==> config.mk <==
export PLATFORM = sky130hd
export DESIGN_NAME = i2c_mode_ctl
export DESIGN_NICKNAME = d
export VERILOG_FILES = /design/src/rtl/i2c_mode_pkg.sv /design/src/rtl/i2c_win_regs.sv /design/src/rtl/i2c_xfer_track.sv /design/src/rtl/i2c_mode_fsm.sv /design/src/rtl/i2c_mode_ctl.sv
export SDC_FILE = /design/constraint.sdc
export NUM_CORES = 1
export LEC_CHECK = 0
export BUFFER_PORTS_ARGS = -buffer_cell sky130_fd_sc_hd__clkbuf_2
export CAP_MARGIN = 20
export CORE_ASPECT_RATIO = 0.6
export CORE_MARGIN = 2
export CORE_UTILIZATION = 35
export CTS_CLUSTER_SIZE = 28
export DETAILED_ROUTE_END_ITERATION = 8
export PLACE_DENSITY = 0.67
export SETUP_SLACK_MARGIN = 0.02
export SKIP_LAST_GASP = 1
export SLEW_MARGIN = 15
export SYNTH_ARGS = -nofsm -noshare
export SYNTH_HDL_FRONTEND = slang
export SYNTH_SLANG_ARGS = --single-unit
==> constraint.sdc <==
create_clock -name clk_i -period 1.4 [get_ports clk_i]
set_clock_uncertainty 0.15 [all_clocks]
set_input_delay 0.07 -clock clk_i [delete_from_list [all_inputs] [get_ports clk_i]]
set_output_delay 0.07 -clock clk_i [all_outputs]
set_load 0.05 [all_outputs]
==> src/rtl/i2c_mode_pkg.sv <==
package i2c_mode_pkg;
  localparam int unsigned CtlEnBit  = 7;
  localparam int unsigned CtlIeBit  = 6;
  localparam int unsigned CtlMstBit = 5;
  localparam int unsigned CtlTxBit  = 4;
  localparam int unsigned FmtBit    = 0;

  typedef enum logic [1:0] {
    OFS_CTRL = 2'd0,
    OFS_SEL0 = 2'd1,
    OFS_SEL1 = 2'd2,
    OFS_NONE = 2'd3
  } ofs_e;
endpackage

==> src/rtl/i2c_win_regs.sv <==
module i2c_win_regs
  import i2c_mode_pkg::*;
#(
  parameter int unsigned DATA_W = 8,
  parameter int unsigned ADDR_W = 2,
  parameter int unsigned NSET   = 2
) (
  input  logic              clk_i,
  input  logic              rst_ni,
  input  logic              en_i,
  input  logic              we_i,
  input  logic [ADDR_W-1:0] addr_i,
  input  logic [DATA_W-1:0] wdata_i,
  input  logic [DATA_W-1:0] ctrl_rd_i,
  output logic [DATA_W-1:0] rdata_o,
  output logic              fmt_o
);
  // bank 0: address registers (enable = 0), bank 1: mode/data (enable = 1)
  logic [DATA_W-1:0] regs_q [2][NSET];

  for (genvar b = 0; b < 2; b++) begin : g_bank
    for (genvar s = 0; s < NSET; s++) begin : g_slot
      localparam logic [ADDR_W-1:0] SlotOfs = ADDR_W'(s + 1);
      always_ff @(posedge clk_i or negedge rst_ni) begin
        if (!rst_ni) regs_q[b][s] <= '0;
        else if (we_i && addr_i == SlotOfs && en_i == (b == 1))
          regs_q[b][s] <= wdata_i;
      end
    end
  end

  always_comb begin
    rdata_o = '0;
    if (addr_i == ADDR_W'(OFS_CTRL)) rdata_o = ctrl_rd_i;
    for (int s = 0; s < NSET; s++)
      if (addr_i == ADDR_W'(s + 1)) rdata_o = regs_q[en_i][s];
  end

  assign fmt_o = regs_q[0][0][FmtBit];
endmodule

==> src/rtl/i2c_xfer_track.sv <==
module i2c_xfer_track (
  input  logic clk_i,
  input  logic rst_ni,
  input  logic en_i,
  input  logic start_i,
  input  logic stop_i,
  input  logic frame_done_i,
  output logic active_o,
  output logic first_o
);
  logic active_d, first_d;

  always_comb begin
    active_d = 1'b0;
    first_d  = 1'b0;
    if (en_i) begin
      active_d = start_i | (active_o & ~stop_i);
      first_d  = start_i | (first_o & ~frame_done_i);
    end
  end

  always_ff @(posedge clk_i or negedge rst_ni) begin
    if (!rst_ni) begin
      active_o <= 1'b0;
      first_o  <= 1'b0;
    end else begin
      active_o <= active_d;
      first_o  <= first_d;
    end
  end
endmodule

==> src/rtl/i2c_mode_fsm.sv <==
module i2c_mode_fsm (
  input  logic clk_i,
  input  logic rst_ni,
  input  logic en_i,
  input  logic ctl_we_i,
  input  logic wr_mst_i,
  input  logic wr_tx_i,
  input  logic active_i,
  input  logic first_i,
  input  logic fmt_i,
  input  logic stop_i,
  input  logic frame_done_i,
  input  logic arb_lost_i,
  input  logic rw_valid_i,
  input  logic rw_bit_i,
  output logic mst_o,
  output logic tx_o,
  output logic pend_o
);
  logic pval_q;
  logic mst_d, tx_d, pend_d, pval_d;
  logic arb_hit, rw_hit, defer;

  assign arb_hit = en_i & arb_lost_i & mst_o;
  assign rw_hit  = en_i & rw_valid_i & first_i & ~mst_o & ~tx_o & ~fmt_i;
  assign defer   = en_i & active_i;

  always_comb begin
    mst_d  = mst_o;
    tx_d   = tx_o;
    pend_d = pend_o;
    pval_d = pval_q;
    if (pend_o && en_i && (frame_done_i || stop_i)) begin
      tx_d   = pval_q;
      pend_d = 1'b0;
    end
    if (ctl_we_i) begin
      mst_d = wr_mst_i;
      if (defer) begin
        pend_d = 1'b1;
        pval_d = wr_tx_i;
      end else begin
        tx_d = wr_tx_i;
      end
    end
    if (rw_hit) begin
      tx_d   = rw_bit_i;
      pend_d = 1'b0;
    end
    if (arb_hit) begin
      mst_d  = 1'b0;
      tx_d   = 1'b0;
      pend_d = 1'b0;
    end
    if (!en_i) pend_d = 1'b0;
  end

  always_ff @(posedge clk_i or negedge rst_ni) begin
    if (!rst_ni) begin
      mst_o  <= 1'b0;
      tx_o   <= 1'b0;
      pend_o <= 1'b0;
      pval_q <= 1'b0;
    end else begin
      mst_o  <= mst_d;
      tx_o   <= tx_d;
      pend_o <= pend_d;
      pval_q <= pval_d;
    end
  end
endmodule

==> src/rtl/i2c_mode_ctl.sv <==
module i2c_mode_ctl
  import i2c_mode_pkg::*;
#(
  parameter int unsigned DATA_W = 8,
  parameter int unsigned ADDR_W = 2
) (
  input  logic              clk_i,
  input  logic              rst_ni,
  input  logic              we_i,
  input  logic [ADDR_W-1:0] addr_i,
  input  logic [DATA_W-1:0] wdata_i,
  output logic [DATA_W-1:0] rdata_o,
  input  logic              start_det_i,
  input  logic              stop_det_i,
  input  logic              frame_done_i,
  input  logic              arb_lost_i,
  input  logic              rw_valid_i,
  input  logic              rw_bit_i,
  input  logic              irq_src_i,
  output logic              irq_o,
  output logic              pins_en_o,
  output logic              mst_o,
  output logic              tx_o
);
  localparam int unsigned NSet = (1 << ADDR_W) - 2;

  logic en_q, ie_q, ctl_we;
  logic active, first, fmt, pend;
  logic [DATA_W-1:0] ctl_rd;

  assign ctl_we = we_i && addr_i == ADDR_W'(OFS_CTRL);

  always_ff @(posedge clk_i or negedge rst_ni) begin
    if (!rst_ni) begin
      en_q <= 1'b0;
      ie_q <= 1'b0;
    end else if (ctl_we) begin
      en_q <= wdata_i[CtlEnBit];
      ie_q <= wdata_i[CtlIeBit];
    end
  end

  always_comb begin
    ctl_rd = '0;
    ctl_rd[CtlEnBit]  = en_q;
    ctl_rd[CtlIeBit]  = ie_q;
    ctl_rd[CtlMstBit] = mst_o;
    ctl_rd[CtlTxBit]  = tx_o;
  end

  i2c_win_regs #(.DATA_W(DATA_W), .ADDR_W(ADDR_W), .NSET(NSet)) u_regs (
    .clk_i, .rst_ni, .en_i(en_q), .we_i, .addr_i, .wdata_i,
    .ctrl_rd_i(ctl_rd), .rdata_o, .fmt_o(fmt)
  );

  i2c_xfer_track u_track (
    .clk_i, .rst_ni, .en_i(en_q), .start_i(start_det_i), .stop_i(stop_det_i),
    .frame_done_i, .active_o(active), .first_o(first)
  );

  i2c_mode_fsm u_fsm (
    .clk_i, .rst_ni, .en_i(en_q), .ctl_we_i(ctl_we),
    .wr_mst_i(wdata_i[CtlMstBit]), .wr_tx_i(wdata_i[CtlTxBit]),
    .active_i(active), .first_i(first), .fmt_i(fmt), .stop_i(stop_det_i),
    .frame_done_i, .arb_lost_i, .rw_valid_i, .rw_bit_i,
    .mst_o, .tx_o, .pend_o(pend)
  );

  assign pins_en_o = en_q;
  assign irq_o     = irq_src_i & ie_q & en_q;
endmodule

==> metrics.txt, run 1 <==
status=complete, but fails checks; failing checks=negative setup slack; max_slew headroom=0.7829; Post-Route Setup TNS=-5.176 ns; placed inst area=around 0.0026 mm2; Overflow after GRT=0; DR pass1 iterations=4; antenna fix cells=0; most common cell after layout, fill and taps aside=dfrtp_1; CTS H-tree lvls=2; Worst R2R End=u_regs.regs_q[13]; Top Ports=32; Worst path slowest cell=dfrtp_2; netlist area before placement=roughly 0.0020 mm2; Slew Limit Fails=0; DRC violations left=0; Worst Reg-to-Reg Cells=4; number of global-route vias before repair=1,547; design area=about 0.0031 mm2; antenna violations before repair=0; sequential share of the synthesized area=0.5102; CP max FO=6; Worst IR Drop VDD=461.1 uV; Synth Instances=about 150; CP startpoint kind=register; post-DP HPWL=roughly 3.3 mm; reg2reg setup slack=-0.13 ns; final hold vios=0; Crit Reg-Reg Startpoint=pins_en_o; Static Leak=about 1.4 nW; worst slack, placed=-0.1023 ns; via count=1,483; Finish-stage setup viols=43; FF+latch count, synth=40; pin count of the biggest net entering global routing=41; synth warn=0; period utilization=1.268; Root Driver=clkbuf_8; EDFF count, synth=0; Worst Hold Class=primary input to asynchronous set/reset pin; Req. time, crit path=about 1.2 ns; Initial Util=0.3573; GR Util All Layers=0.1729; Setup CP Type=register to output port; routability cong.=approximately 0.75; CP delay by family, top=buffers and inverters; Port Buffers=31; DR vias/cell=slightly above 5; Syn Area/Cell=approximately 13 um2; total clock sinks=40; setup ws final=-0.3754 ns; die area=around 0.0062 mm2; TritonCTS clock tree=done; Max Fclk=roughly 560 MHz; RSZ-0062 raised after global routing=true; Least-Margin Pin Slew=around 0.32 ns; Std-Cell Rows=21; ys async rst share=1.000; Bufs and invs on worst path=3; Routed Antenna Nets=0; first-pass GRT wire length=8.024 mm; Skew-Pair Late Insertion Delay=roughly 0.29 ns; fin nets=244; biggest cell delay along the critical path=approximately 0.44 ns; critical-path cell list=buf_4, buf_12, mux2i_2, o22ai_4, clkbuf_8; critical path data arrival time=1.56 ns; WL final=roughly 5 mm; Top FF cell, synth=dfrtp_1; Num CTS Buffers=5; area growth from synthesis to layout=59.89%; drt wl/cell=roughly 17 um; most frequent cells in the layout=dfrtp_1 (38), mux2_4 (28), clkbuf_2 (21); Die W=100.7 um; crit path capture type=output port; layout cell share with drive strength beyond 1=0.6000; Core Box Area=0.005492 mm2; Pwr per Cell Area=between 1000 and 1500 mW/mm2; Max Root-Sink Buffers=2; total of max-cap violations=0; Die Ht=just over 60 um; CTS clk-pin slew, worst paths=0.07 ns; Synth cell types=34; Syn Nets=approximately 170; min Tclk post-route=around 1.8 ns; Iter 0 DRT Violations=53
-- power by group --
part	switching [mW]	total (mW)	internal, mW	leakage, nW
Combinational	0.832	1.85	1.02	0.885
Clock	0.393	0.743	0.350	0.0422
Sequential	0.269	1.73	1.46	0.481
Total	1.49	4.32	2.83	1.41
-- worst min-delay path, cell delays in order --
cell and delay, ns:
dlygate4sd3_1 0.52, clkbuf_2 0.12, buf_12 0.23
-- layer usage --
metal  vias up  global-route usage  part of all wire
met4         0             0.04110            0.0050
met3         3             0.04810             0.037
met5         -                   0                 0
met1       748              0.2391              0.50
li1        701                   -                 -
met2        31              0.2752              0.45
-- area by class of cell --
class                   count  area [um2]
inverters                   4       17.52
well taps                  69       86.33
clock buffers               7       76.32
fillers                   407        2355
repair buffers             74       703.2
flip-flops and latches     40        1003
clock inverters             1       5.005
multi-input cells          99        1245
-- repair_timing --
action / in CTS / in global routing
hold buffers: 15 / 0
gates resized for setup: 30 / 36
setup endpoints to repair: 44 / 45
endpoints found under the hold margin: 80 / 0
buffers inserted: 2 / 4
pin swaps: 3 / 1
-- how the worst max path moves through the flow --
stage,from,end,depth (start not counted)
after floorplan,pins_en_o,rdata_o[6],5
after global placement,pins_en_o,u_regs.regs_q[22],3
after detailed placement,pins_en_o,u_regs.regs_q[22],3
after CTS,pins_en_o,rdata_o[5],5
after global routing,pins_en_o,rdata_o[0],5
final,pins_en_o,rdata_o[0],5
-- cells by family after synthesis --
group / count (synthesis) / share of synthesized area
simple gates: 30 / 0.1091
buf+inv: 10 / 0.02997
mux: 47 / 0.2634
compound gates: 22 / 0.08738
flops: 40 / 0.5102
-- synth_stat cells, drive strengths merged, types with 2 or more instances --
cell type  instances  area share
buf                6       0.022
a221oi             4       0.021
nand3              3       0.015
nand2b             4       0.013
and3               2      0.0064
nor2               9       0.029
dfrtp             40        0.51
o21ai              2      0.0051
mux2i             13       0.066
o22a               2      0.0089
a21oi              4       0.010
inv                4      0.0077
o22ai              4       0.013
mux2              34        0.20
nand2              5      0.0096
-- registers in the layout, indices dropped and copies added, names as in the netlist --
name	flops
u_regs.fmt_o	1
u_fsm.pend_o	1
ie_q	1
u_fsm.mst_o	1
u_track.active_o	1
u_track.first_o	1
u_fsm.pval_q	1
u_fsm.tx_o	1
pins_en_o	1
u_regs.regs_q	31
-- per-stage QoR --
step / power [mW] / instances / hold WS [ns] / util
after CTS: 4.139 / 290 / 0.1349 / 0.5407
after detailed placement: 3.143 / 265 / -0.08887 / 0.4673
after floorplan: 2.712 / 149 / -0.3756 / -
after global routing: 4.542 / 294 / 0.1758 / 0.5712
after global placement: 3.112 / 265 / -0.09020 / 0.4673
final: 4.324 / 294 / 0.1267 / 0.5712
Power figures use the tool's default switching activity.
==> inputs of run 2 (changes only) <==
--- a/config.mk
+++ b/config.mk
@@ -15,5 +15,4 @@
 export PLACE_DENSITY = 0.67
 export SETUP_SLACK_MARGIN = 0.02
-export SKIP_LAST_GASP = 1
 export SLEW_MARGIN = 15
 export SYNTH_ARGS = -nofsm -noshare
==> constraint.sdc (replaced) <==
create_clock -name clk_i -period 1.4 [get_ports clk_i]
set_clock_uncertainty 0.15 [all_clocks]
set_input_delay 0.21 -clock clk_i [delete_from_list [all_inputs] [get_ports clk_i]]
set_output_delay 0.21 -clock clk_i [all_outputs]
set_load 0.05 [all_outputs]
==> run 2 against run 1 <==
Against the previous run:
- largest power group unchanged
- final area fell by 2.0%
- utilization shrank 1.2 points
- fmax is 5.7% lower
- critical path type unchanged
- via count grew 0.40%
- cell count shrank 2.0%
- highest routed layer unchanged
- setup slack got worse by 0.11 ns
- total power increased by 7.0%
- die area stayed put
- hold slack got worse by 0.11 ns
- register-to-register slack worse by 0.25 ns
- the flow still finishes with violations (negative setup slack)
- routed wire length grew 1.1%
==> metrics.txt, run 2 (synthesized netlist as in run 1, its figures left out) <==
Worst path slowest cell=dfrtp_2; WL final=just over 5 mm; Power Total=approximately 4.6 mW; Setup CP Type=register to output port; antenna violations before repair=0; Top reg by flops=u_regs.regs_q; Overflow after GRT=0; max_slew headroom=0.8308; biggest cell delay along the critical path=~0.44 ns; Die W=100.7 um; CP max FO=5; Max Root-Sink Buffers=2; Reg power frac=0.370; crit path capture type=output port; min Tclk post-route=~1.9 ns; CTS clk-pin slew, worst paths=~0.08 ns; status=complete, but fails checks; Comb pwr share=0.406; Static Leak=around 1.4 nW; placed inst area=between 0.002 and 0.003 mm2; pin count of the biggest net entering global routing=22; Routed Antenna Nets=0; antenna fix cells=0; max reg flops=31; Port Buffers=31; Req. time, crit path=1.04 ns; Iter 0 DRT Violations=between 50 and 60; drt wl/cell=roughly 18 um; Int Power=about 3.1 mW; Worst Hold Class=primary input to register; post-DP HPWL=between 3 and 4 mm; die area=around 0.0062 mm2; CTS H-tree lvls=2; Finish-stage setup viols=45; total clock sinks=40; fin util=0.5596; Skew-Pair Late Insertion Delay=around 0.29 ns; Die Ht=just over 60 um; Slew Limit Fails=0; design area=about 0.0031 mm2; final hold vios=0; Max Fclk=530.9 MHz; layout cell share with drive strength beyond 1=0.6667; fin nets=roughly 240; RSZ-0062 raised after global routing=true; routability cong.=~0.77; Initial Util=0.3573; number of global-route vias before repair=approximately 1,500; Std-Cell Rows=21; Num CTS Buffers=5; fin cells=roughly 290; Least-Margin Pin Slew=around 0.25 ns; Psw=1.500 mW; CP startpoint kind=register; critical-path cell list=buf_6, mux2i_1, o22a_1, a21oi_4, buf_12; area growth from synthesis to layout=56.63%; failing checks=negative setup slack; setup ws final=-0.4836 ns; Root Driver=clkbuf_8; via count=around 1,500; critical path data arrival time=1.52 ns; total of max-cap violations=0; Top Ports=32; DRC violations left=0; switch share=0.3241; DR pass1 iterations=4; most frequent cells in the layout=dfrtp_1 (38), mux2_4 (30), buf_4 (28); most common cell after layout, fill and taps aside=dfrtp_1; period utilization=1.345; first-pass GRT wire length=between 8 and 9 mm; DR vias/cell=5.170; Pwr per Cell Area=between 1500 and 2000 mW/mm2; Worst IR Drop VDD=between 700 and 800 uV; clock power share=0.224; Post-Route Setup TNS=-14.58 ns; GR Util All Layers=0.1790; Core Box Area=approximately 0.0055 mm2; TritonCTS clock tree=done; Placed Cells=approximately 270
[run 2: power by group through the flow]
stage,clock [mW],combinational [mW],sequential (mW)
after floorplan,0,0.954,1.71
after global placement,0,1.42,1.67
after detailed placement,0,1.45,1.68
after CTS,1.05,1.80,1.69
after global routing,1.11,1.98,1.75
final,1.04,1.88,1.71
[run 2: timing repair]
item                       CTS  global route
buffers inserted             6             2
hold endpoints to repair    40             0
gates resized for setup     56            13
pin swaps                    3             3
hold buffers                 1             0
setup endpoints to repair   45            46
[run 2: layout make-up]
class                      count  area, um2
fill                         448       2419
clock inverter                 1      30.03
inverter                       4      15.01
timing repair buffer          68      611.8
tap                           69      86.33
clock buffer                   7      96.34
sequential                    40       1003
multi-input combinational     99       1230
[run 2: per-layer routing]
layer  track usage  up-vias  wire, um
li1              -      685         -
met1        0.2642      775      2617
met2        0.2686       26      2297
met3       0.04586        3       169
met4       0.03523        0        18
met5             0        -         0
[run 2: through the flow]
step / worst slack [ns] / hold WS, ns
2_1_floorplan: -0.4149 / -0.2356
3_3_place_gp: -0.2237 / 0.05991
3_5_place_dp: -0.2568 / 0.06652
4_1_cts: -0.5105 / 0.009060
5_1_grt: -0.5492 / 0.02649
6_report: -0.4836 / 0.01453
[run 2: path summary, 6_finish.rpt]
| path | from | to | slack, ns | depth (start not counted) |
|---|---|---|---|---|
| setup / recovery | pins_en_o | rdata_o[6] | -0.48 | 5 |
| hold / removal | start_det_i | u_track.active_o | 0.01 | 3 |
| setup reg to reg | pins_en_o | u_regs.regs_q[14] | -0.38 | 6 |
| hold reg to reg | u_regs.regs_q[14] | u_regs.regs_q[14] | 0.36 | 1 |
| max in group asynchronous | rst_ni | u_fsm.tx_o | 0.56 | 3 |
| min in group asynchronous | rst_ni | u_regs.regs_q[26] | 0.30 | 3 |
[run 2: worst max-delay path, delay by kind of cell (launching register included)]
kind,cells,cell delay [ns]
mux,1,0.12
flops,1,0.44
compound gates,2,0.39
buf+inv,2,0.29
==> inputs of run 3 (changes only) <==
- CORE_UTILIZATION: 35 -> 40
- PLACE_DENSITY: 0.67 -> 0.61
==> run 3 against run 2 <==
Against the previous run:
- the run still ends with negative setup slack left
- utilization grew 7.9 points
- total power shrank 7.1%
- register-to-register slack gained 0.15 ns
- hold slack gained 0.0071 ns
- sequential power is essentially flat
- fmax shrank 1.4%
- critical path type unchanged
- routed wire length shrank 5.2%
- via count shrank 1.4%
- final area shrank 3.7%
- critical path depth is the same
- cell count shrank 3.8%
- highest routed layer unchanged
- count of clock-buffer cells in the layout is the same
- critical endpoint unchanged
==> metrics.txt, run 3 (synthesized netlist as in run 1, its figures left out) <==
via count=roughly 1,500; critical path data arrival time=roughly 1.6 ns; Port Buffers=31; max_slew headroom=0.7247; setup ws final=-0.5102 ns; CP max FO=5; Psw=1.468 mW; Finish-stage setup viols=44; Req. time, crit path=1.04 ns; Max Root-Sink Buffers=2; most common cell after layout, fill and taps aside=dfrtp_1; CTS H-tree lvls=2; Top Ports=32; area growth from synthesis to layout=50.89%; DR vias/cell=approximately 5.3; post-DP HPWL=around 3.5 mm; TritonCTS clock tree=done; pin count of the biggest net entering global routing=18; antenna fix cells=0; Overflow after GRT=0; Root Driver=clkbuf_8; Die W=94.41 um; crit path capture type=output port; Worst IR Drop VDD=between 700 and 800 uV; antenna violations before repair=0; number of global-route vias before repair=between 1,500 and 2,000; Routed Antenna Nets=0; min Tclk post-route=roughly 1.9 ns; RSZ-0062 raised after global routing=true; most frequent cells in the layout=dfrtp_1 (38), buf_4 (24), clkbuf_2 (19); FILL cells=357; Int Power=2.833 mW; Setup CP Type=register to output port; WL final=approximately 4.8 mm; Worst Hold Class=primary input to register; fin cells=roughly 280; CP startpoint kind=register; period utilization=1.364; Reg power frac=0.401; Iter 0 DRT Violations=59; Placed Cells=approximately 260; Die Ht=a little under 60 um; routability cong.=0.8215; layout cell share with drive strength beyond 1=0.6495; status=complete, but fails checks; DRC violations left=0; Slew Limit Fails=0; Initial Util=0.4232; failing checks=negative setup slack; total clock sinks=40; Skew-Pair Late Insertion Delay=between 0.2 and 0.3 ns; worst slack, placed=-0.2306 ns; Least-Margin Pin Slew=0.4130 ns; Static Leak=~1.3 nW; DR pass1 iterations=4; drt wl/cell=17.45 um; Pwr per Cell Area=roughly 1500 mW/mm2; Num CTS Buffers=5; final hold vios=0; clock power share=0.183; GR Util All Layers=0.1951; Max Fclk=between 500 and 600 MHz; CTS clk-pin slew, worst paths=~0.080 ns; switch share=0.3413; fin nets=233; Std-Cell Rows=19; total of max-cap violations=0; Comb pwr share=0.416; max reg flops=31; Core Box Area=roughly 0.0046 mm2; first-pass GRT wire length=7.907 mm; die area=roughly 0.0055 mm2; Top reg by flops=u_regs.regs_q
-- run 3: per-layer routing --
layer / global-route usage / part of all wire / wire length, um / vias up
met5: 0 / 0 / 0 / -
met4: 0.06211 / 0.012 / 59 / 0
met3: 0.04031 / 0.030 / 146 / 7
met2: 0.3092 / 0.48 / 2331 / 22
met1: 0.2729 / 0.48 / 2297 / 761
li1: - / - / - / 678
-- run 3: critical path, cell delays in order, from the launching register on --
cell	delay [ns]
dfrtp_2	0.45
buf_12	0.15
mux2i_1	0.11
o22a_1	0.25
a21oi_4	0.15
buf_12	0.15
-- run 3: path summary, 6_finish.rpt --
| path | cells after the start | slack (ns) | to | from |
|---|---|---|---|---|
| max in group asynchronous | 3 | 0.35 | u_regs.regs_q[1] | rst_ni |
| worst min-delay path | 3 | 0.02 | u_track.active_o | start_det_i |
| min in group asynchronous | 2 | 0.22 | u_regs.regs_q[28] | rst_ni |
| worst max-delay path | 5 | -0.51 | rdata_o[6] | pins_en_o |
| worst min register to register | 1 | 0.36 | u_regs.regs_q[22] | u_regs.regs_q[22] |
| worst max register to register | 5 | -0.23 | u_regs.regs_q[14] | pins_en_o |
-- run 3: power by group through the flow --
stage          clock network (mW)  registers, mW  logic, mW
2_1_floorplan                   0           1.71      0.954
3_3_place_gp                    0           1.67       1.45
3_5_place_dp                    0           1.69       1.49
4_1_cts                     0.804           1.71       1.74
5_1_grt                     0.859           1.76       1.89
6_report                    0.786           1.72       1.79
-- run 3: cell type report --
cell class              count  area, um2  share of cell area
clock buffers               7      86.33             0.02916
flip-flops and latches     40       1003              0.3390
repair buffers             63      594.3              0.2008
clock inverters             1      7.507            0.002536
inverters                   4      15.01            0.005072
multi-input cells          99       1175              0.3969
well taps                  63      78.83             0.02663
-- run 3: what timing repair did --
action                     CTS  global route
hold buffers                 1             0
setup buffers                4             3
hold endpoints to repair    15             0
gates resized for setup     39            10
gates cloned                 0             0
setup endpoints to repair   45            47
pin swaps                    2             2
-- run 3: through the flow --
stage / power (mW) / TNS, ns / utilization / cell area [um2] / hold slack [ns]
6_report: 4.300 / -10.50 / 0.6386 / 2960 / 0.02164
5_1_grt: 4.500 / -12.58 / 0.6386 / 2960 / 0.04353
4_1_cts: 4.251 / -9.113 / 0.6289 / 2915 / 0.01277
3_5_place_dp: 3.181 / -6.608 / 0.5584 / 2589 / 0.005386
3_3_place_gp: 3.120 / -5.940 / 0.5584 / 2589 / 0.007343
2_1_floorplan: 2.664 / -8.795 / - / 2113 / -0.2356
